File: src/rtl/wdt_pkg.sv
package wdt_pkg;
    localparam int DIV_W = 3;
    localparam int PRE_W = 4;

    typedef enum logic [1:0] {
        ST_EARLY = 2'd0,
        ST_LATE  = 2'd1,
        ST_BITE  = 2'd2
    } wdt_state_e;
endpackage

File: src/rtl/wdt_odd_div.sv
module wdt_odd_div #(
    parameter int SEL_W = 3
) (
    input  logic             clk,
    input  logic             rst_n,
    input  logic             restart,
    input  logic [SEL_W-1:0] sel,
    output logic             tick
);
    localparam int CW = SEL_W + 1;

    logic [CW-1:0] dcnt;
    logic [CW-1:0] last;

    // ratio is 2*sel+1, so the terminal value is 2*sel
    assign last = {sel, 1'b0};
    assign tick = (dcnt == last);

    always_ff @(posedge clk or negedge rst_n) begin
        if (!rst_n)       dcnt <= '0;
        else if (restart) dcnt <= '0;
        else if (tick)    dcnt <= '0;
        else              dcnt <= dcnt + CW'(1);
    end

    AST_DIV_BOUND: assert property (@(posedge clk) disable iff (!rst_n)
        dcnt <= last);
endmodule

File: src/rtl/wdt_tick_counter.sv
module wdt_tick_counter #(
    parameter int BASE_LOG2 = 11,
    parameter int PRE_MAX   = 9,
    parameter int PRE_W     = 4
) (
    input  logic             clk,
    input  logic             rst_n,
    input  logic             restart,
    input  logic             tick,
    input  logic [PRE_W-1:0] pre,
    output logic             early_hit,
    output logic             final_hit
);
    localparam int MW = BASE_LOG2 + PRE_MAX + 2;

    logic [PRE_W-1:0] pre_eff;
    logic [MW-1:0]    mcnt;
    logic [MW-1:0]    ew_last;
    logic [MW-1:0]    fin_last;

    always_comb begin
        pre_eff  = (pre > PRE_W'(PRE_MAX)) ? PRE_W'(PRE_MAX) : pre;
        ew_last  = (MW'(1) << (BASE_LOG2 + int'(pre_eff))) - MW'(1);
        fin_last = (MW'(1) << (BASE_LOG2 + 1 + int'(pre_eff))) - MW'(1);
    end

    assign early_hit = tick && (mcnt == ew_last);
    assign final_hit = tick && (mcnt == fin_last);

    always_ff @(posedge clk or negedge rst_n) begin
        if (!rst_n)                    mcnt <= '0;
        else if (restart || final_hit) mcnt <= '0;
        else if (tick)                 mcnt <= mcnt + MW'(1);
    end

    AST_CNT_BOUND: assert property (@(posedge clk) disable iff (!rst_n)
        mcnt <= fin_last);
endmodule

File: src/rtl/wdog_twostage.sv
module wdog_twostage
    import wdt_pkg::*;
#(
    parameter int BASE_LOG2 = 11,
    parameter int PRE_MAX   = 9
) (
    input  logic             clk,
    input  logic             rst_n,
    input  logic             wr_en,
    input  logic [DIV_W-1:0] wr_div,
    input  logic [PRE_W-1:0] wr_pre,
    input  logic             wr_warn_en,
    input  logic             wr_flag_clr,
    input  logic             kick,
    input  logic             gie,
    input  logic             irq_ack,
    output logic             ew_flag,
    output logic             irq_req,
    output logic             rst_req
);
    wdt_state_e       state_q, state_d;
    logic [DIV_W-1:0] div_q;
    logic [PRE_W-1:0] pre_q;
    logic             warn_en_q;
    logic             flag_q;
    logic             cfg_change, restart, tick, early_hit, final_hit;
    logic             warn_evt, sw_clear;

    assign cfg_change = wr_en && ((wr_div != div_q) || (wr_pre != pre_q));
    assign restart    = kick || cfg_change;
    assign sw_clear   = (wr_en && wr_flag_clr) || irq_ack;

    wdt_odd_div #(.SEL_W(DIV_W)) u_div (
        .clk     (clk),
        .rst_n   (rst_n),
        .restart (restart),
        .sel     (div_q),
        .tick    (tick)
    );

    wdt_tick_counter #(.BASE_LOG2(BASE_LOG2), .PRE_MAX(PRE_MAX), .PRE_W(PRE_W)) u_cnt (
        .clk       (clk),
        .rst_n     (rst_n),
        .restart   (restart),
        .tick      (tick),
        .pre       (pre_q),
        .early_hit (early_hit),
        .final_hit (final_hit)
    );

    // configuration register
    always_ff @(posedge clk or negedge rst_n) begin
        if (!rst_n) begin
            div_q     <= '0;
            pre_q     <= '0;
            warn_en_q <= 1'b0;
        end else if (wr_en) begin
            div_q     <= wr_div;
            pre_q     <= wr_pre;
            warn_en_q <= wr_warn_en;
        end
    end

    // next-state logic: warn, bite, rearm, restart
    always_comb begin
        state_d = state_q;
        unique case (state_q)
            ST_EARLY: if (restart) state_d = ST_EARLY;
                      else if (early_hit) state_d = ST_LATE;
            ST_LATE:  if (restart) state_d = ST_EARLY;
                      else if (final_hit) state_d = ST_BITE;
            ST_BITE:  state_d = ST_EARLY;
            default:  state_d = ST_EARLY;
        endcase
    end

    always_ff @(posedge clk or negedge rst_n) begin
        if (!rst_n) state_q <= ST_EARLY;
        else        state_q <= state_d;
    end

    // hardware set takes priority over any clear
    assign warn_evt = (state_q == ST_EARLY) && !restart && early_hit && warn_en_q;

    always_ff @(posedge clk or negedge rst_n) begin
        if (!rst_n)        flag_q <= 1'b0;
        else if (warn_evt) flag_q <= 1'b1;
        else if (sw_clear) flag_q <= 1'b0;
    end

    // outputs
    always_comb begin
        rst_req = (state_q == ST_BITE);
        ew_flag = flag_q;
        irq_req = flag_q && warn_en_q && gie;
    end

    AST_BITE_SINGLE: assert property (@(posedge clk) disable iff (!rst_n)
        rst_req |=> !rst_req);
    AST_FLAG_NEEDS_EN: assert property (@(posedge clk) disable iff (!rst_n)
        $rose(flag_q) |-> $past(warn_en_q));
    AST_FLAG_STICKY: assert property (@(posedge clk) disable iff (!rst_n)
        (flag_q && !sw_clear) |=> flag_q);
    AST_SET_WINS: assert property (@(posedge clk) disable iff (!rst_n)
        (warn_evt && sw_clear) |=> flag_q);
    AST_IRQ_NEEDS_GIE: assert property (@(posedge clk) disable iff (!rst_n)
        irq_req |-> gie);
    AST_KICK_NO_BITE: assert property (@(posedge clk) disable iff (!rst_n)
        kick |=> !rst_req);
endmodule

File: config.mk
export PLATFORM = sky130hd
export DESIGN_NAME = wdog_twostage
export DESIGN_NICKNAME = d
export VERILOG_FILES = /design/src/rtl/wdt_pkg.sv /design/src/rtl/wdt_odd_div.sv /design/src/rtl/wdt_tick_counter.sv /design/src/rtl/wdog_twostage.sv
export SDC_FILE = /design/constraint.sdc
export NUM_CORES = 1
export LEC_CHECK = 0
export BUFFER_PORTS_ARGS = -buffer_cell sky130_fd_sc_hd__buf_2
export CORE_MARGIN = 8
export CORE_UTILIZATION = 45
export CTS_CLUSTER_SIZE = 16
export DETAILED_ROUTE_END_ITERATION = 8
export SYNTH_ARGS = -nofsm -noshare
export SYNTH_HDL_FRONTEND = slang
export SYNTH_SLANG_ARGS = --single-unit
File: constraint.sdc
create_clock -name clk -period 3.9 [get_ports clk]
set_input_delay 0 -clock clk [delete_from_list [all_inputs] [get_ports clk]]
set_output_delay 0 -clock clk [all_outputs]
set_load 0.01 [all_outputs]
==> results of run 1 <==
[kinds of logic (layout without fill, tap and decap cells)]
group,count (synthesis),in the layout
AO/OA/AOI/OAI,62,62
XOR/XNOR,53,53
adder cells (fa/ha/maj),5,5
buffers and inverters,47,55
flip-flops,37,37
multiplexers,11,11
other,1,2
AND/OR/NAND/NOR,161,161
[cell usage after synthesis, drive strengths merged (7+ instances only)]
| library cell | count | share of area |
|---|---|---|
| a21oi | 9 | 0.015 |
| buf | 13 | 0.022 |
| clkbuf | 23 | 0.028 |
| dfrtp | 37 | 0.30 |
| inv | 11 | 0.013 |
| mux2 | 8 | 0.029 |
| nand2 | 29 | 0.035 |
| nand3 | 7 | 0.011 |
| nand4 | 13 | 0.026 |
| nor2 | 47 | 0.057 |
| nor3 | 14 | 0.023 |
| nor4 | 13 | 0.033 |
| o21ai | 12 | 0.020 |
| xnor2 | 23 | 0.065 |
| xor2 | 30 | 0.085 |
[metrics by stage]
stage	area [um2]	std cells	util	worst slack [ns]	hold slack, ns
after floorplan	3090	378	-	0.0595	-0.296
after global placement	3200	449	0.476	0.463	0.153
after detailed placement	3200	449	0.476	0.424	0.153
after CTS	3400	466	0.506	0.391	0.0113
after global routing	3400	466	0.506	0.107	0.0488
final	3400	466	0.506	0.375	0.0166
[power groups by stage]
stage          Sequential [mW]  Combinational [mW]  Clock (mW)
2_1_floorplan            0.408               0.213           0
3_3_place_gp             0.412               0.276           0
3_5_place_dp             0.413               0.276           0
4_1_cts                  0.405               0.284       0.350
5_1_grt                  0.406               0.317       0.362
6_report                 0.405               0.286       0.342
[state kept, by name, indices dropped and copies added (netlist names)]
| signal | flops |
|---|---|
| div_q | 3 |
| pre_q | 4 |
| ew_flag | 1 |
| u_cnt.mcnt | 22 |
| state_q | 2 |
| warn_en_q | 1 |
| u_div.dcnt | 4 |
[final cells by class]
type / instances / area, um2
timing repair buffer: 36 / 250
fill: 647 / 3320
inverter: 11 / 41.3
clock inverter: 3 / 43.8
tap: 80 / 100
clock buffer: 5 / 68.8
sequential: 37 / 926
multi-input combinational: 294 / 1970
[timing repair]
action | 4_1_cts | 5_1_grt
endpoints found under the setup margin | 0 | 0
hold buffers | 9 | 0
setup buffers | 0 | 0
endpoints found under the hold margin | 45 | 0
[path summary, 6_finish.rpt]
check	to	slack, ns	depth (start not counted)
worst max-delay path	ew_flag	0.37	13
worst min-delay path	ew_flag	0.02	3
worst max register to register	ew_flag	0.37	13
worst min register to register	u_div.dcnt[0]	0.52	1
max in group asynchronous	u_cnt.mcnt[10]	3.04	2
min in group asynchronous	u_cnt.mcnt[12]	0.33	2
[layer usage]
layer / track usage / up-vias
met5: 0 / -
met4: 0.0519 / 0
met3: 0.0268 / 13
met2: 0.251 / 80
met1: 0.227 / 1314
li1: - / 1356
[critical path, cell delays in order, from the launching register on]
cell and delay (ns):
sky130_fd_sc_hd__dfrtp_1 0.41, sky130_fd_sc_hd__nor2_4 0.22, sky130_fd_sc_hd__nand2_1 0.12, sky130_fd_sc_hd__ha_1 0.32, sky130_fd_sc_hd__nor3_2 0.28, sky130_fd_sc_hd__nand2_1 0.09, sky130_fd_sc_hd__ha_1 0.29, sky130_fd_sc_hd__or4b_2 0.66
sky130_fd_sc_hd__mux2i_1 0.15, sky130_fd_sc_hd__a211oi_1 0.07, sky130_fd_sc_hd__xor2_1 0.14, sky130_fd_sc_hd__o311ai_1 0.15, sky130_fd_sc_hd__nor4_2 0.39, sky130_fd_sc_hd__a32o_1 0.17
==> flow_summary.yaml, run 1 <==
grt:
  track_usage: 0.164
  grt_overflow: 0
  number_of_antenna_violations_at_the_first_check_in_global_routing: 0
  grt_start_max_net_pins: 38
  first_global_vias: 2524
  wire_length_of_the_first_global_routing_pass_mm: 12.9
pwr:
  proportion_of_power_drawn_by_flip_flops_and_latches: 0.392
  switching_share: 0.323
  internal_power_uw: 699
  clkPwrFrac: 0.331
  power.combinational.fraction: 0.277
  report.power.total_mw: 1.03
  power_per_cell_area_nw_per_um2: 304
  p_switching_uw: 334
  power.ir.vdd_worst_v: 0.000167
  cellLeakagePower_nw: 1.38
run:
  max_capacitance_violation_count: 0
synth:
  synth-xor-area-share: 0.151
  synth-adder-area-share: 0.0203
  synth_compound_area_frac: 0.144
  synth_enable_flop_cells: 0
  async_reset_ff_frac: 1.00
  postSynth.topFlopCell: "sky130_fd_sc_hd__dfrtp_1"
  yosysWarnings: 0
  ys_ff_latch: 37
  synth-seq-area-share: 0.301
  synth_cell_type_count: 66
  synth_top_family_by_area: "simple AND/OR/NAND/NOR gates"
  synth-simple-area-share: 0.280
  post_synth_inst_count: 377
  postSynthAreaPerCell_um2: 8.16
  mux_contribution_to_synthesized_area: 0.0391
  synth_area_um2: 3080
timing:
  hold_violations: 0
  period_share: 0.904
  setup_total_negative_slack_ns: 0
  clock.fmax_mhz: 284
  max_slew_margin: 0.450
  fin_worst_skew_ns: 0.0114
  final.min_clock_period_ns: 3.53
  final_setup_vio_count: 0
  max_slew.worst_pin.slew_ns: 0.824
  rsz0062_at_grt: "no"
  timing_max_transition_violations_final: 0
die:
  floorplan.die.height_um: 98.7
  initial_core_util: 0.458
  die_x_um: 98.7
  floorplan.rows: 30
  count_of_pins_on_the_block_boundary: 18
  floorplan.die_area_um2: 9740
  core_region_area_um2: 6720
detailed_routing:
  dr_wl_met2_mm: 3.68
  vias: 2763
  detail_route.first_pass.iterations: 4
  detail_route.wl_per_cell_um: 16.8
  final_antenna_net_count: 0
  drt_drc_violations_left: 0
  drt_first_iter_violations: 190
  met3WireLength_um: 463
  highest_routed_layer: "met4"
  via_per_inst: 5.93
  drt-met1-wl_mm: 3.58
  sum_of_routed_wire_length_over_all_layers_mm: 7.82
clocking:
  cts_root_buffer: "sky130_fd_sc_hd__clkbuf_8"
  cts_buffers: 5
  h_tree_levels: 2
  clock_sink_count: 37
  cts.path.max_buffers: 2
  cts_resized: 0
  path_clk_slew_ns: 0.08
  clock_insertion_delay_worst_skew_ns: 0.29
  tritoncts: "done"
layout:
  mostFrequentLayoutCells: "sky130_fd_sc_hd__nor2_1 (46), sky130_fd_sc_hd__dfrtp_1 (37), sky130_fd_sc_hd__xor2_1 (30), sky130_fd_sc_hd__nand2_1 (29), sky130_fd_sc_hd__xnor2_1 (23)"
  final_common_cell: "sky130_fd_sc_hd__nor2_1"
  antenna-diode-count: 0
  num-nets-final: 405
  flow.area_growth_from_synthesis_pct: 10.5
  drive_gt1_frac: 0.148
worst_setup_path:
  timing.critical_path.to_type: "flop"
  required_ns: 4.13
  crit_fanout: 8
  r2r-start: "pre_q[0]"
  cp_data_arrival_time_ns: 3.76
  critPathKind: "reg2reg"
  worstSetupStartpointType: "flop"
  critPathLaunch: "pre_q[0]"
placed_design:
  gp_routability_congestion: 0.904
  hpwl_mm: 5.73
  place.port_buffers: 17
min_path:
  hold_start: "irq_ack"
  worstHoldPathType: "in2reg"
outcome:
  status: "finished, final reports clean"
Power figures use the tool's default switching activity.
==> inputs of run 2 (changes only) <==
--- a/config.mk
+++ b/config.mk
@@ -7,9 +7,10 @@
 export LEC_CHECK = 0
 export BUFFER_PORTS_ARGS = -buffer_cell sky130_fd_sc_hd__buf_2
 export CORE_MARGIN = 8
-export CORE_UTILIZATION = 45
+export CORE_UTILIZATION = 56
 export CTS_CLUSTER_SIZE = 16
 export DETAILED_ROUTE_END_ITERATION = 8
+export PLACE_DENSITY = 0.77
 export SYNTH_ARGS = -nofsm -noshare
 export SYNTH_HDL_FRONTEND = slang
 export SYNTH_SLANG_ARGS = --single-unit
==> run 2 against run 1 <==
Non-clock buffer count stayed put. Combinational power is 1% higher. Largest cell class unchanged. Routed wire length is 1.6% higher. Highest routed layer unchanged. Total power down 0.75%. Worst setup slack worse by 0.033 ns. Sequential share of layout area up 0.091 points. Global-route usage is 3.5 points higher. Die area shrank 17%.
==> flow_summary.yaml, run 2 (synthesis results as in run 1) <==
pwr:
  clkPwrFrac: 0.322
  power_per_cell_area_nw_per_um2: 302
  internal_power_uw: 700
  proportion_of_power_drawn_by_flip_flops_and_latches: 0.395
  power.ir.vdd_worst_v: 0.000230
  cellLeakagePower_nw: 1.38
  power.combinational.fraction: 0.283
  p_switching_uw: 325
  switching_share: 0.317
timing:
  fin_worst_skew_ns: 0.00724
  rsz0062_at_grt: "no"
  timing_max_transition_violations_final: 0
  max_slew_margin: 0.446
  final.min_clock_period_ns: 3.56
  setup_total_negative_slack_ns: 0
  final_setup_vio_count: 0
  hold_violations: 0
  max_slew.worst_pin.slew_ns: 0.831
  clock.fmax_mhz: 281
  period_share: 0.913
grt:
  wire_length_of_the_first_global_routing_pass_mm: 13.6
  track_usage: 0.198
  met1_usage: 0.271
  number_of_antenna_violations_at_the_first_check_in_global_routing: 0
  grt_overflow: 0
  first_global_vias: 2701
  grt_start_max_net_pins: 38
  grt_busiest_layer: "met2"
  groute.layer.met2.usage: 0.312
  global_route.usage.met3: 0.0299
detailed_routing:
  detail_route.wl_per_cell_um: 17.3
  via_per_inst: 6.20
  drt_first_iter_violations: 233
  drt_drc_violations_left: 0
  vias: 2838
  sum_of_routed_wire_length_over_all_layers_mm: 7.94
  final_antenna_net_count: 0
  detail_route.first_pass.iterations: 5
placed_design:
  place.port_buffers: 17
  hpwl_mm: 5.57
  gp_routability_congestion: 0.956
die:
  count_of_pins_on_the_block_boundary: 18
  floorplan.die_area_um2: 8120
  floorplan.die.height_um: 90.1
  initial_core_util: 0.569
  floorplan.rows: 27
  core_region_area_um2: 5410
  die_x_um: 90.1
clocking:
  path_clk_slew_ns: 0.08
  cts_resized: 0
  cts_root_buffer: "sky130_fd_sc_hd__clkbuf_8"
  clock_insertion_delay_worst_skew_ns: 0.29
  cts.path.max_buffers: 2
  cts_buffers: 5
  tritoncts: "done"
  clock_sink_count: 37
  h_tree_levels: 2
  post_cts_repair_setup_buffers: 0
worst_setup_path:
  critPathLaunch: "pre_q[3]"
  worstSetupStartpointType: "flop"
  cp_data_arrival_time_ns: 3.79
  r2r-start: "pre_q[3]"
  critPathKind: "reg2reg"
  crit_fanout: 11
  timing.critical_path.to_type: "flop"
  required_ns: 4.13
outcome:
  status: "finished, final reports clean"
layout:
  final_common_cell: "sky130_fd_sc_hd__nor2_1"
  top_register: "u_cnt.mcnt"
  largest_register_ffs: 22
  num-nets-final: 405
  flow.area_growth_from_synthesis_pct: 10.2
  mostFrequentLayoutCells: "sky130_fd_sc_hd__nor2_1 (46), sky130_fd_sc_hd__dfrtp_1 (37), sky130_fd_sc_hd__xor2_1 (30), sky130_fd_sc_hd__nand2_1 (29), sky130_fd_sc_hd__xnor2_1 (23)"
  antenna-diode-count: 0
  biggest_registers_after_layout: "u_cnt.mcnt: 22 flops, pre_q: 4 flops, u_div.dcnt: 4 flops"
  layout.core_utilization: 0.627
  drive_gt1_frac: 0.145
min_path:
  worstHoldPathType: "in2reg"
  hold_start: "irq_ack"
run:
  max_capacitance_violation_count: 0
run 2: cell type report:
| class | instances | area [um2] |
|---|---|---|
| flip-flops and latches | 37 | 926 |
| clock inverters | 2 | 38.8 |
| well taps | 72 | 90.1 |
| multi-input cells | 294 | 1970 |
| fillers | 484 | 2020 |
| repair buffers | 36 | 250 |
| inverters | 11 | 41.3 |
| clock buffers | 6 | 72.6 |
run 2: per-stage QoR:
stage / setup WS (ns) / total power [mW] / instances / instance area, um2 / hold WS, ns
2_1_floorplan: 0.0595 / 0.622 / 378 / 3090 / -0.296
4_1_cts: 0.337 / 1.02 / 458 / 3390 / 0.0452
6_report: 0.341 / 1.02 / 458 / 3390 / 0.0463
5_1_grt: 0.138 / 1.08 / 458 / 3390 / 0.0558
3_3_place_gp: 0.468 / 0.684 / 441 / 3190 / 0.134
3_5_place_dp: 0.357 / 0.688 / 441 / 3190 / 0.134
run 2: path summary, 6_finish.rpt:
check | to | slack (ns) | depth (start not counted)
setup / recovery | ew_flag | 0.34 | 13
hold / removal | ew_flag | 0.05 | 3
setup reg to reg | ew_flag | 0.34 | 13
hold reg to reg | u_div.dcnt[0] | 0.51 | 1
max in group asynchronous | u_cnt.mcnt[12] | 3.02 | 2
min in group asynchronous | u_cnt.mcnt[21] | 0.35 | 2
run 2: critical path, cell delays in order (launching register included):
cell and delay (ns):
sky130_fd_sc_hd__dfrtp_1 0.41, sky130_fd_sc_hd__nand2b_1 0.21, sky130_fd_sc_hd__inv_1 0.08, sky130_fd_sc_hd__ha_1 0.32
sky130_fd_sc_hd__nor3_2 0.27, sky130_fd_sc_hd__nand2_1 0.09, sky130_fd_sc_hd__ha_1 0.34, sky130_fd_sc_hd__or4b_2 0.67
sky130_fd_sc_hd__mux2i_1 0.17, sky130_fd_sc_hd__a211oi_1 0.08, sky130_fd_sc_hd__xor2_1 0.16, sky130_fd_sc_hd__o311ai_1 0.15
sky130_fd_sc_hd__nor4_2 0.38, sky130_fd_sc_hd__a32o_1 0.18
run 2: per-layer routing:
metal	share of wire	vias to the layer above
met3	0.050	17
met2	0.47	104
met5	0	-
met4	0.019	0
li1	-	1353
met1	0.46	1364
run 2: what timing repair did:
item | in CTS | in global routing
endpoints found under the setup margin | 0 | 0
hold buffers | 9 | 0
hold endpoints to repair | 45 | 0
run 2: power by group through the flow:
stage | Sequential (mW) | Clock (mW) | Combinational [mW]
2_1_floorplan | 0.408 | 0 | 0.213
3_3_place_gp | 0.411 | 0 | 0.273
3_5_place_dp | 0.412 | 0 | 0.276
4_1_cts | 0.405 | 0.331 | 0.285
5_1_grt | 0.406 | 0.350 | 0.320
6_report | 0.405 | 0.330 | 0.290
==> inputs of run 3 (changes only) <==
--- a/config.mk
+++ b/config.mk
@@ -5,12 +5,16 @@
 export SDC_FILE = /design/constraint.sdc
 export NUM_CORES = 1
 export LEC_CHECK = 0
+export ABC_AREA = 1
 export BUFFER_PORTS_ARGS = -buffer_cell sky130_fd_sc_hd__buf_2
+export CELL_PAD_IN_SITES_DETAIL_PLACEMENT = 1
+export CELL_PAD_IN_SITES_GLOBAL_PLACEMENT = 1
 export CORE_MARGIN = 8
-export CORE_UTILIZATION = 56
+export CORE_UTILIZATION = 40
 export CTS_CLUSTER_SIZE = 16
 export DETAILED_ROUTE_END_ITERATION = 8
-export PLACE_DENSITY = 0.77
+export GPL_TIMING_DRIVEN = 0
+export PLACE_DENSITY_LB_ADDON = 0.1
 export SYNTH_ARGS = -nofsm -noshare
 export SYNTH_HDL_FRONTEND = slang
 export SYNTH_SLANG_ARGS = --single-unit
==> run 3 against run 2 <==
First-iteration DRC count is 8.2% lower. Final area is 14% higher. Worst setup slack worse by 0.042 ns. Global-route usage is 0.077 points higher. Die area is 43% higher. Sequential power is 1% higher.
==> flow_summary.yaml, run 3 <==
min_path:
  hold_start: "wr_flag_clr"
  worstHoldPathType: "in2reg"
grt:
  number_of_antenna_violations_at_the_first_check_in_global_routing: 0
  first_global_vias: 3561
  grt_overflow: 0
  track_usage: 0.199
  grt_start_max_net_pins: 38
  wire_length_of_the_first_global_routing_pass_mm: 18.3
synth:
  async_reset_ff_frac: 1.00
  netlist.top_cell.by_area: "sky130_fd_sc_hd__dfrtp_1"
  postSynth.topFlopCell: "sky130_fd_sc_hd__dfrtp_1"
  synth_area_um2: 3370
  yosysWarnings: 0
  yosys.area.top_type_share: 0.275
  post_synth_inst_count: 514
  ys_ff_latch: 37
  postSynthAreaPerCell_um2: 6.55
  ranking_of_synthesized_cells_by_area: "sky130_fd_sc_hd__dfrtp_1 (27%), sky130_fd_sc_hd__nand2_1 (14%), sky130_fd_sc_hd__nand3_1 (8.0%), sky130_fd_sc_hd__xor2_1 (7.3%), sky130_fd_sc_hd__inv_1 (6.5%)"
  post-synth-top-count-cell: "sky130_fd_sc_hd__nand2_1"
  synth_enable_flop_cells: 0
  netlist_top_cells_count: "sky130_fd_sc_hd__nand2_1 (122), sky130_fd_sc_hd__inv_1 (58), sky130_fd_sc_hd__nand3_1 (54)"
  synth_cell_type_count: 41
  synth-seq-area-share: 0.275
timing:
  hold_violations: 0
  timing_max_transition_violations_final: 0
  final.min_clock_period_ns: 3.60
  clock.fmax_mhz: 278
  fin_worst_skew_ns: 0.00650
  max_slew.worst_pin.slew_ns: 0.884
  final_setup_vio_count: 0
  max_slew_margin: 0.410
  layout_setup_ws_ns: 0.299
  setup_total_negative_slack_ns: 0
  period_share: 0.923
pwr:
  power_per_cell_area_nw_per_um2: 292
  power.ir.vdd_worst_v: 0.000260
  cellLeakagePower_nw: 1.78
  report.power.total_mw: 1.13
layout:
  num-nets-final: 568
  post-route-cell-area_um2: 3860
  biggest_registers_after_layout: "u_cnt.mcnt: 22 flops, pre_q: 4 flops, u_div.dcnt: 4 flops"
  antenna-diode-count: 0
  largest_register_ffs: 22
  final_common_cell: "sky130_fd_sc_hd__nand2_1"
  num-fill-cells: 1104
  top_register: "u_cnt.mcnt"
  instances_no_fill: 654
  mostFrequentLayoutCells: "sky130_fd_sc_hd__nand2_1 (122), sky130_fd_sc_hd__inv_1 (57), sky130_fd_sc_hd__nand3_1 (53), sky130_fd_sc_hd__nor2_1 (47), sky130_fd_sc_hd__dfrtp_1 (36)"
  drive_gt1_frac: 0.124
  flow.area_growth_from_synthesis_pct: 14.7
outcome:
  status: "finished, final reports clean"
clocking:
  path_clk_slew_ns: 0.09
  h_tree_levels: 2
  cts.path.max_buffers: 2
  clock_sink_count: 37
  tritoncts: "done"
  post_cts_repair_setup_buffers: 0
  clock_insertion_delay_worst_skew_ns: 0.30
  cts_buffers: 5
  cts_root_buffer: "sky130_fd_sc_hd__clkbuf_8"
die:
  floorplan.die.height_um: 108
  count_of_pins_on_the_block_boundary: 18
  initial_core_util: 0.412
  floorplan.die_area_um2: 11600
  floorplan.rows: 33
  core_region_area_um2: 8180
  die_x_um: 108
worst_setup_path:
  timing.reg2reg.setup_slack_ns: 0.30
  critical-path-top-delay-family: "simple AND/OR/NAND/NOR gates"
  critPathKind: "reg2reg"
  cp_data_arrival_time_ns: 3.83
  timing.critical_path.to_type: "flop"
  required_ns: 4.13
  critPathLaunch: "pre_q[3]"
  worstSetupStartpointType: "flop"
  worst-path-buf-inv: 4
  r2r-start: "pre_q[3]"
  cp_slowest_stage_delay_ns: 0.35
  worst_path_max_delay_cell: "sky130_fd_sc_hd__dfrtp_1"
  crit_fanout: 10
placed_design:
  postPlaceCellArea_um2: 3580
  worst_slack_at_placement_ns: 0.0220
  dp_cells: 636
  place.port_buffers: 16
  gp_routability_congestion: 0.863
  hpwl_mm: 8.79
detailed_routing:
  drt_drc_violations_left: 0
  vias: 3609
  drt_first_iter_violations: 214
  via_per_inst: 5.52
  final_antenna_net_count: 0
  sum_of_routed_wire_length_over_all_layers_mm: 11.2
  detail_route.wl_per_cell_um: 17.1
  detail_route.first_pass.iterations: 4
run:
  max_capacitance_violation_count: 0
==> run 3: kinds of logic after synthesis <==
kind of cell    count (synthesis)  synth area share
other cells                     1           0.00111
buf+inv                        75            0.0929
mux                             2           0.00669
xor+xnor                       35            0.0910
compound gates                 56            0.0958
flops                          37             0.275
fa+ha+maj                       5            0.0186
simple gates                  303             0.419
==> run 3: what timing repair did <==
item                                   CTS  global route
endpoints found under the hold margin   46             0
gates resized for setup                  3            11
hold buffers                            10             0
setup endpoints to repair                1             2
==> run 3: routing by layer <==
metal / share of wire / GRT usage / vias up / wire length, um
met5: 0 / 0 / - / 0
met4: 0.012 / 0.0416 / 0 / 129
met3: 0.030 / 0.0287 / 12 / 331
met2: 0.48 / 0.336 / 55 / 5410
met1: 0.47 / 0.262 / 1768 / 5290
li1: - / - / 1774 / -
==> run 3: worst paths after layout <==
| check | endpoint | cells past startpoint |
|---|---|---|
| setup / recovery | ew_flag | 25 |
| hold / removal | ew_flag | 4 |
| setup reg to reg | ew_flag | 25 |
| hold reg to reg | u_div.dcnt[0] | 1 |
| max in group asynchronous | pre_q[2] | 2 |
| min in group asynchronous | u_div.dcnt[2] | 2 |
==> run 3: worst reg2reg max path, cell delays in order, from the launching register on <==
cell and delay (ns):
sky130_fd_sc_hd__dfrtp_1 0.35, sky130_fd_sc_hd__buf_6 0.17, sky130_fd_sc_hd__clkinvlp_4 0.18, sky130_fd_sc_hd__nor2_4 0.17, sky130_fd_sc_hd__nor2_4 0.06, sky130_fd_sc_hd__nand2_1 0.07
sky130_fd_sc_hd__ha_2 0.33, sky130_fd_sc_hd__inv_4 0.16, sky130_fd_sc_hd__nand4_4 0.16, sky130_fd_sc_hd__ha_4 0.32, sky130_fd_sc_hd__inv_1 0.04, sky130_fd_sc_hd__nand2_1 0.06
sky130_fd_sc_hd__nand2_1 0.09, sky130_fd_sc_hd__nor2_1 0.09, sky130_fd_sc_hd__nand2_1 0.05, sky130_fd_sc_hd__nor2_1 0.10, sky130_fd_sc_hd__nand2_1 0.06, sky130_fd_sc_hd__nor2_1 0.15
sky130_fd_sc_hd__nand3_1 0.10, sky130_fd_sc_hd__nor2_1 0.10, sky130_fd_sc_hd__nand2_1 0.06, sky130_fd_sc_hd__nor2_1 0.08, sky130_fd_sc_hd__nand3_1 0.12, sky130_fd_sc_hd__nor2_1 0.10
sky130_fd_sc_hd__nand4_1 0.19, sky130_fd_sc_hd__o21ai_1 0.17
==> run 3: layout make-up <==
| class | count | area, um2 | share of cell area |
|---|---|---|---|
| plain buffers | 11 | 76.3 | 0.0198 |
| flip-flops and latches | 37 | 927 | 0.240 |
| multi-input cells | 403 | 2190 | 0.566 |
| well taps | 105 | 131 | 0.0340 |
| repair buffers | 26 | 180 | 0.0466 |
| inverters | 64 | 246 | 0.0638 |
| clock buffers | 5 | 68.8 | 0.0178 |
| clock inverters | 3 | 46.3 | 0.0120 |
==> run 3: through the flow <==
stage / utilization / hold WS [ns]
floorplan: - / -0.296
global placement: 0.438 / 0.155
global route: 0.472 / 0.0104
finish: 0.472 / 0.00713
CTS: 0.466 / 0.00648
detailed placement: 0.438 / 0.163
==> run 3: where the power goes <==
part           switching (mW)  internal, mW
clock                   0.157         0.192
sequential             0.0148         0.395
combinational           0.245         0.125
